File: src/rtl/symdiv_pkg.sv
package symdiv_pkg;

   // Output ratio for a divide code: the code plus one.
   function automatic int ratio_of(input int code);
      return code + 1;
   endfunction

   // Number of source cycles the rising-edge phase stays high in one
   // output period. For even ratios this is exactly half. For odd ratios
   // it is half rounded up; the falling-edge copy trims the extra half cycle.
   function automatic int phase_len(input int code);
      return (code + 2) / 2;
   endfunction

   // An even code gives an odd ratio.
   function automatic logic is_odd_ratio(input int code);
      return (code % 2) == 0;
   endfunction

endpackage

File: src/rtl/symdiv_phase_gen.sv
module symdiv_phase_gen
   import symdiv_pkg::*;
#(
   parameter int CODE_W = 3
) (
   input  logic              clk,
   input  logic              arst_n,
   input  logic              en,
   input  logic [CODE_W-1:0] code_in,
   output logic              en_q,
   output logic [CODE_W-1:0] active_code,
   output logic              phase_a
);

   logic [CODE_W-1:0] count_q;
   logic              wrap;

   assign wrap = (count_q == active_code);

   always_ff @(posedge clk or negedge arst_n) begin
      if (!arst_n) begin
         en_q        <= 1'b0;
         count_q     <= '0;
         active_code <= '0;
         phase_a     <= 1'b0;
      end else begin
         en_q <= en;
         if (!en_q) begin
            // Park at the last count so that the first enabled edge starts a period.
            active_code <= code_in;
            count_q     <= code_in;
            phase_a     <= 1'b0;
         end else if (wrap) begin
            active_code <= code_in;
            count_q     <= '0;
            phase_a     <= (code_in != '0);
         end else begin
            count_q <= count_q + 1'b1;
            phase_a <= ((int'(count_q) + 1) < phase_len(int'(active_code)));
         end
      end
   end

   a_r2_count_in_range: assert property (@(posedge clk) disable iff (!arst_n)
      count_q <= active_code);

   a_r7_code_only_at_boundary: assert property (@(posedge clk) disable iff (!arst_n)
      (en_q && $past(en_q) && !$stable(active_code)) |-> (count_q == '0));

   a_r8_parked_low: assert property (@(posedge clk) disable iff (!arst_n)
      !en_q |=> (!phase_a && count_q == active_code));

endmodule

File: src/rtl/symdiv_half_shift.sv
module symdiv_half_shift (
   input  logic clk,
   input  logic arst_n,
   input  logic phase_a,
   input  logic en_q,
   output logic phase_b,
   output logic en_low
);

   // Falling-edge copies: the phase delayed by half a source period, and
   // the enable realigned to gate the bypass path while the clock is low.
   always_ff @(negedge clk or negedge arst_n) begin
      if (!arst_n) begin
         phase_b <= 1'b0;
         en_low  <= 1'b0;
      end else begin
         phase_b <= phase_a;
         en_low  <= en_q;
      end
   end

endmodule

File: src/rtl/symdiv_out_sel.sv
module symdiv_out_sel
   import symdiv_pkg::*;
#(
   parameter int CODE_W        = 3,
   parameter bit SYMMETRIC_ODD = 1'b1
) (
   input  logic              clk,
   input  logic              arst_n,
   input  logic [CODE_W-1:0] active_code,
   input  logic              phase_a,
   input  logic              phase_b,
   input  logic              en_low,
   output logic              clk_out
);

   logic bypass;
   logic divided;

   assign bypass = (active_code == '0);

   generate
      if (SYMMETRIC_ODD) begin : g_sym
         logic odd_sel;
         assign odd_sel = is_odd_ratio(int'(active_code));
         assign divided = odd_sel ? (phase_a & phase_b) : phase_a;
      end else begin : g_plain
         assign divided = phase_a;
      end
   endgenerate

   assign clk_out = bypass ? (clk & en_low) : divided;

   a_r3_bypass_phase_idle: assert property (@(posedge clk) disable iff (!arst_n)
      bypass |-> !phase_a);

endmodule

File: src/rtl/symdiv_top.sv
module symdiv_top #(
   parameter int CODE_W        = 3,
   parameter bit SYMMETRIC_ODD = 1'b1
) (
   input  logic              clk_src,
   input  logic              arst_n,
   input  logic [CODE_W-1:0] div_code,
   input  logic              run_en,
   output logic              clk_out
);

   localparam int MAX_RATIO = 1 << CODE_W;

   generate
      if (CODE_W < 1 || CODE_W > 6) begin : g_bad_width
         $error("symdiv_top: CODE_W must be 1..6, max ratio %0d", MAX_RATIO);
      end
   endgenerate

   logic              en_q;
   logic              en_low;
   logic [CODE_W-1:0] active_code;
   logic              phase_a;
   logic              phase_b;

   symdiv_phase_gen #(.CODE_W(CODE_W)) u_phase (
      .clk         (clk_src),
      .arst_n      (arst_n),
      .en          (run_en),
      .code_in     (div_code),
      .en_q        (en_q),
      .active_code (active_code),
      .phase_a     (phase_a)
   );

   symdiv_half_shift u_shift (
      .clk     (clk_src),
      .arst_n  (arst_n),
      .phase_a (phase_a),
      .en_q    (en_q),
      .phase_b (phase_b),
      .en_low  (en_low)
   );

   symdiv_out_sel #(.CODE_W(CODE_W), .SYMMETRIC_ODD(SYMMETRIC_ODD)) u_out (
      .clk         (clk_src),
      .arst_n      (arst_n),
      .active_code (active_code),
      .phase_a     (phase_a),
      .phase_b     (phase_b),
      .en_low      (en_low),
      .clk_out     (clk_out)
   );

   a_r1_low_until_enabled: assert property (@(posedge clk_src) disable iff (!arst_n)
      (!en_q && !en_low) |-> !clk_out);

endmodule

File: config.mk
export PLATFORM = sky130hd
export DESIGN_NAME = symdiv_top
export DESIGN_NICKNAME = d
export VERILOG_FILES = /design/src/rtl/symdiv_pkg.sv /design/src/rtl/symdiv_phase_gen.sv /design/src/rtl/symdiv_half_shift.sv /design/src/rtl/symdiv_out_sel.sv /design/src/rtl/symdiv_top.sv
export SDC_FILE = /design/constraint.sdc
export NUM_CORES = 1
export LEC_CHECK = 0
export BUFFER_PORTS_ARGS = -buffer_cell sky130_fd_sc_hd__buf_2
export CAP_MARGIN = 30
export CORE_AREA = 2 2 39 41
export CTS_BUF_LIST = sky130_fd_sc_hd__clkbuf_16
export DETAILED_ROUTE_END_ITERATION = 8
export DIE_AREA = 0 0 41 43
export GPL_TIMING_DRIVEN = 0
export SLEW_MARGIN = 15
export SYNTH_ARGS = -nofsm -noshare
export SYNTH_HDL_FRONTEND = slang
export SYNTH_SLANG_ARGS = --single-unit
File: constraint.sdc
create_clock -name clk_src -period 2.1 [get_ports clk_src]
set_clock_uncertainty 0.1 [all_clocks]
set_input_delay 0.21 -clock clk_src [delete_from_list [all_inputs] [get_ports clk_src]]
set_output_delay 0.21 -clock clk_src [all_outputs]
set_load 0.05 [all_outputs]
Word-level counts from Yosys, hierarchy flattened
Index checks and enable logic that the tools add are counted.
{ "word_totals": {"register_bits": 10, "mem_bits_ro": 0, "latchBits": 0, "mem_count": 0, "mem_bits_rw": 0, "input_bits": 6} }
{ "classes": {"mul": 0, "bitwise": 3, "div_mod_pow": 0, "n_eq_ne": 2, "n_addsub": 4, "n_mux": 8, "shift": 0, "reduce_logical": 3, "magnitude_cmp": 1} }
{ "op_table": {"columns": ["cell", "n"], "rows": [
  ["$add 32x1->32", 1],
  ["$logic_not 32->1", 1],
  ["$lt 32x32->1", 1],
  ["$mux 3", 4],
  ["$add 3x1->4 const B", 1],
  ["$add 3x2->4 const B", 1],
  ["$mux 1", 4],
  ["$add 3x1->3 const B", 1],
  ["$eq 3x3->1", 1],
  ["$logic_not 3->1", 1],
  ["$reduce_bool 3->1", 1],
  ["$and 1x1->1", 2],
  ["$ne 2x2->1 const B", 1],
  ["$and 1x1->1 const A", 1]
]} }

Depth between registers and ports, before layout
{ "logic_depth": {"word_depth": 6, "depth_mapped": 6, "depth_no_buf": 6} }

Cells and area by module
A second synthesis with hierarchy kept.
{ "hier_totals": {"hier_cells": 47, "area_unflattened_um2": 569.3} }
{ "modules_own_cells": {"columns": ["mod", "seq_area_each_um2", "n_inst", "cells_each", "area_per_inst_um2"], "rows": [
  ["symdiv_phase_gen", 200.2, 1, 41, 483.0],
  ["symdiv_half_shift", 50.0, 1, 2, 50.0],
  ["symdiv_out_sel", 0.0, 1, 4, 36.3]
]} }

==> results.yml <==
status:
  outcome: "finished with violations"
  violations: "setup timing"
run:
  drv_cap: 0
layout:
  antenna_cells: 0
  area_delta_synth_final_pct: 49.39
  nNetsFinal: 73
  layout-drive-gt1-share: 0.3065
pwr:
  combPwrFrac: 0.184
  finalPower_uw: 1221
  p_switching_uw: 350.7
  power.clock.fraction: 0.572
  p_seq_frac: 0.243
  intPower_uw: 869.8
  cellPowerDensity_nw_per_um2: 1581
  p_leak_uw: 0.0003687
  switching_share: 0.2873
  peakVddDrop_v: 0.0007860
synth:
  synthesis.area_um2: 516.7
  syn_nets: 57
  synth_top_family_by_area: "compound AO/OA/AOI/OAI gates"
  synth_mux_area_frac: 0.06538
  synthXorXnorAreaFrac: 0.06780
  synth_cell_types: 20
  synth_cells: 47
  yosysWarnings: 0
  synth_compound_area_frac: 0.1453
  avgSynthCellArea_um2: 10.99
  yosysSeqAreaShare: 0.4843
  synthSimpleGateAreaFrac: 0.08959
  synth_fa_ha_area_frac: 0.09685
  ys_seq_elements: 10
setup_path:
  r2r_slack_ps: 400
  critPathTopFamily: "flip-flops"
  worst_r2r_endpoint: "u_phase.phase_a$_DFF_PN0_"
  cp_max_fo: 1
  start_kind: "flop"
  crit_required_ps: 1790
  cp-startpoint: "u_shift.en_low$_DFF_NN0_"
  rr_worst_depth: 6
  critPathCapture: "clk_out"
  r2r_start: "u_phase.active_code[1]$_DFFE_PN0P_"
  crit_buf_inv: 1
  cp_slowest_cell: "dfrtn_1"
  arrival_ps: 2320
  critPathKind: "flop to output port"
  worst_setup_path_end_kind: "output port"
  cp_slowest_stage_delay_ps: 390
  cp.depth: 3
  crit_chain: "nand2_2 > o41ai_4 > buf_6"
drt:
  met3_length_um: 41
  vias_per_cell: 5.295
  drt-wirelength-per-cell_um: 13.22
  ant_nets: 0
  route.met2.wl_um: 485
  met1Wirelength_um: 470
  highest_layer: "met4"
  first_pass_iters: 4
  drc: 0
  routed_wirelength_um: 1031
  drt-initial-drc-count: 10
  vias: 413
floorplanning:
  ios: 7
  die_h_um: 43
  dieArea_um2: 1763
  fp-row-count: 14
  start_util: 0.3734
  core_um2: 1384
  die_w_um: 41
placement:
  hpwl_um: 690.9
  portBuffers: 6
  finalWeightedCongestion: 0.7155
cts:
  post-cts-setup-buffers: 0
  cts_tree: "done"
  clkTransAtPathRegs_ps: 40
  clock_latency_ps: 350
sta:
  setup_tns_ps: -534.9
  relSlewSlack: 0.7154
  setup_slack_ps: -534.9
  tightest_slew_ps: 423.6
  rsz0062_at_grt: "yes"
  setup_viol: 2
  final_hold_viol_count: 0
  slew_viol_final: 0
grt:
  grtUsageTotal: 0.1777
  antenna_found_initial: 0
  grt-ovfl-total: 0
  grt_pass1_vias: 424
  grt_max_degree: 11
  grt_pass1_wl_um: 1842
worst_hold_path:
  min_path_cells: 2
  hp-class: "input port to flop"
sequential cells by signal (all words and copies together) (netlist names):
name	count
u_shift.en_low	1
u_phase.en_q	1
u_phase.count_q	3
u_shift.phase_b	1
u_phase.phase_a	1
u_phase.active_code	3
repair_timing:
item / 4_1_cts / 5_1_grt
endpoints found under the setup margin: 2 / 2
hold buffers: 2 / 0
resized for setup: 5 / 0
endpoints found under the hold margin: 9 / 0
cell type report:
cell class,instances,area [um2]
clock buffers,7,161.4
clock inverters,1,3.754
inverters,6,22.52
plain buffers,1,3.754
flip-flops and latches,10,250.2
multi-input cells,30,265.3
well taps,16,20.02
repair buffers,7,45.04
fillers,117,611.8
worst register-to-register path: cells and delay by family (launching register included):
family,cells,cell delay [ps]
buf+inv,1,40
compound gates,3,450
fa+ha+maj,2,570
flops,1,460
metrics by stage:
stage / instance area [um2] / std cells / hold WS (ps) / worst slack (ps) / utilization
global route: 772.0 / 78 / 34.45 / -570.1 / 0.5579
detailed placement: 585.6 / 69 / -19.06 / -279.5 / 0.4231
global placement: 585.6 / 69 / -16.33 / -274.9 / 0.4231
finish: 772.0 / 78 / 25.95 / -534.9 / 0.5579
floorplan: 535.5 / 47 / -185.6 / -309.1 / -
CTS: 772.0 / 78 / 23.09 / -551.0 / 0.5579
worst min path at each step:
stage	slack [ps]	end	start
floorplan	-190	u_phase.active_code[0]$_DFFE_PN0P_	arst_n
global placement	-20	u_phase.count_q[1]$_DFF_PN0_	arst_n
detailed placement	-20	u_phase.count_q[2]$_DFF_PN0_	arst_n
CTS	20	u_phase.count_q[0]$_DFF_PN0_	div_code[0]
global route	30	u_phase.active_code[1]$_DFFE_PN0P_	div_code[1]
finish	30	u_phase.active_code[0]$_DFFE_PN0P_	div_code[0]
cell usage after synthesis (all sizes together):
cell type / instances / share of area
clkbuf: 1 / 0.0073
dfrtn: 2 / 0.097
dfrtp: 8 / 0.39
ha: 4 / 0.097
inv: 6 / 0.044
mux2: 3 / 0.065
nand2: 3 / 0.022
nand2b: 1 / 0.012
nand3: 1 / 0.0097
nor3: 2 / 0.019
nor3b: 1 / 0.015
nor4: 1 / 0.012
o2111ai: 1 / 0.017
o21a: 1 / 0.015
o21ai: 2 / 0.019
o22ai: 3 / 0.036
o2bb2ai: 1 / 0.017
o31ai: 1 / 0.024
o41ai: 1 / 0.017
xor2: 4 / 0.068
cells in the final DEF (no fill, tap or decap):
| cell type | n |
|---|---|
| xor2_1 | 4 |
| nor3b_1 | 1 |
| o21ai_0 | 1 |
| mux2_2 | 3 |
| ha_1 | 4 |
| o2bb2ai_1 | 1 |
| nand2_2 | 1 |
| o41ai_4 | 1 |
| dfrtp_1 | 8 |
| o21ai_2 | 1 |
| nor3_1 | 2 |
| dlygate4sd3_1 | 2 |
| inv_1 | 7 |
| o31ai_2 | 1 |
| nand2_1 | 2 |
| nand2b_1 | 1 |
| o22ai_1 | 3 |
| nand3_1 | 1 |
| buf_6 | 1 |
| nor4_1 | 1 |
| clkbuf_16 | 6 |
| buf_2 | 5 |
| o2111ai_1 | 1 |
| dfrtn_1 | 2 |
| clkbuf_1 | 1 |
| o21a_1 | 1 |
power groups by stage:
stage          clock [uW]  sequential [uW]  combinational [uW]
4_1_cts               710              299                 230
5_1_grt               731              308                 252
3_5_place_dp         58.5              297                 220
3_3_place_gp         58.5              297                 215
6_report              699              297                 225
2_1_floorplan        53.0              285                 177
per-layer routing:
metal	global-route usage	vias up
met4	0.2333	0
li1	-	202
met1	0.2143	201
met2	0.1750	7
met5	0	-
met3	0.1047	3
cells by family after synthesis:
| logic type | after synthesis |
|---|---|
| fa+ha+maj | 4 |
| simple gates | 9 |
| compound gates | 10 |
| buf+inv | 7 |
| flops | 10 |
| mux | 3 |
| xor+xnor | 4 |
Note: power is estimated with default switching activity, not from simulation.
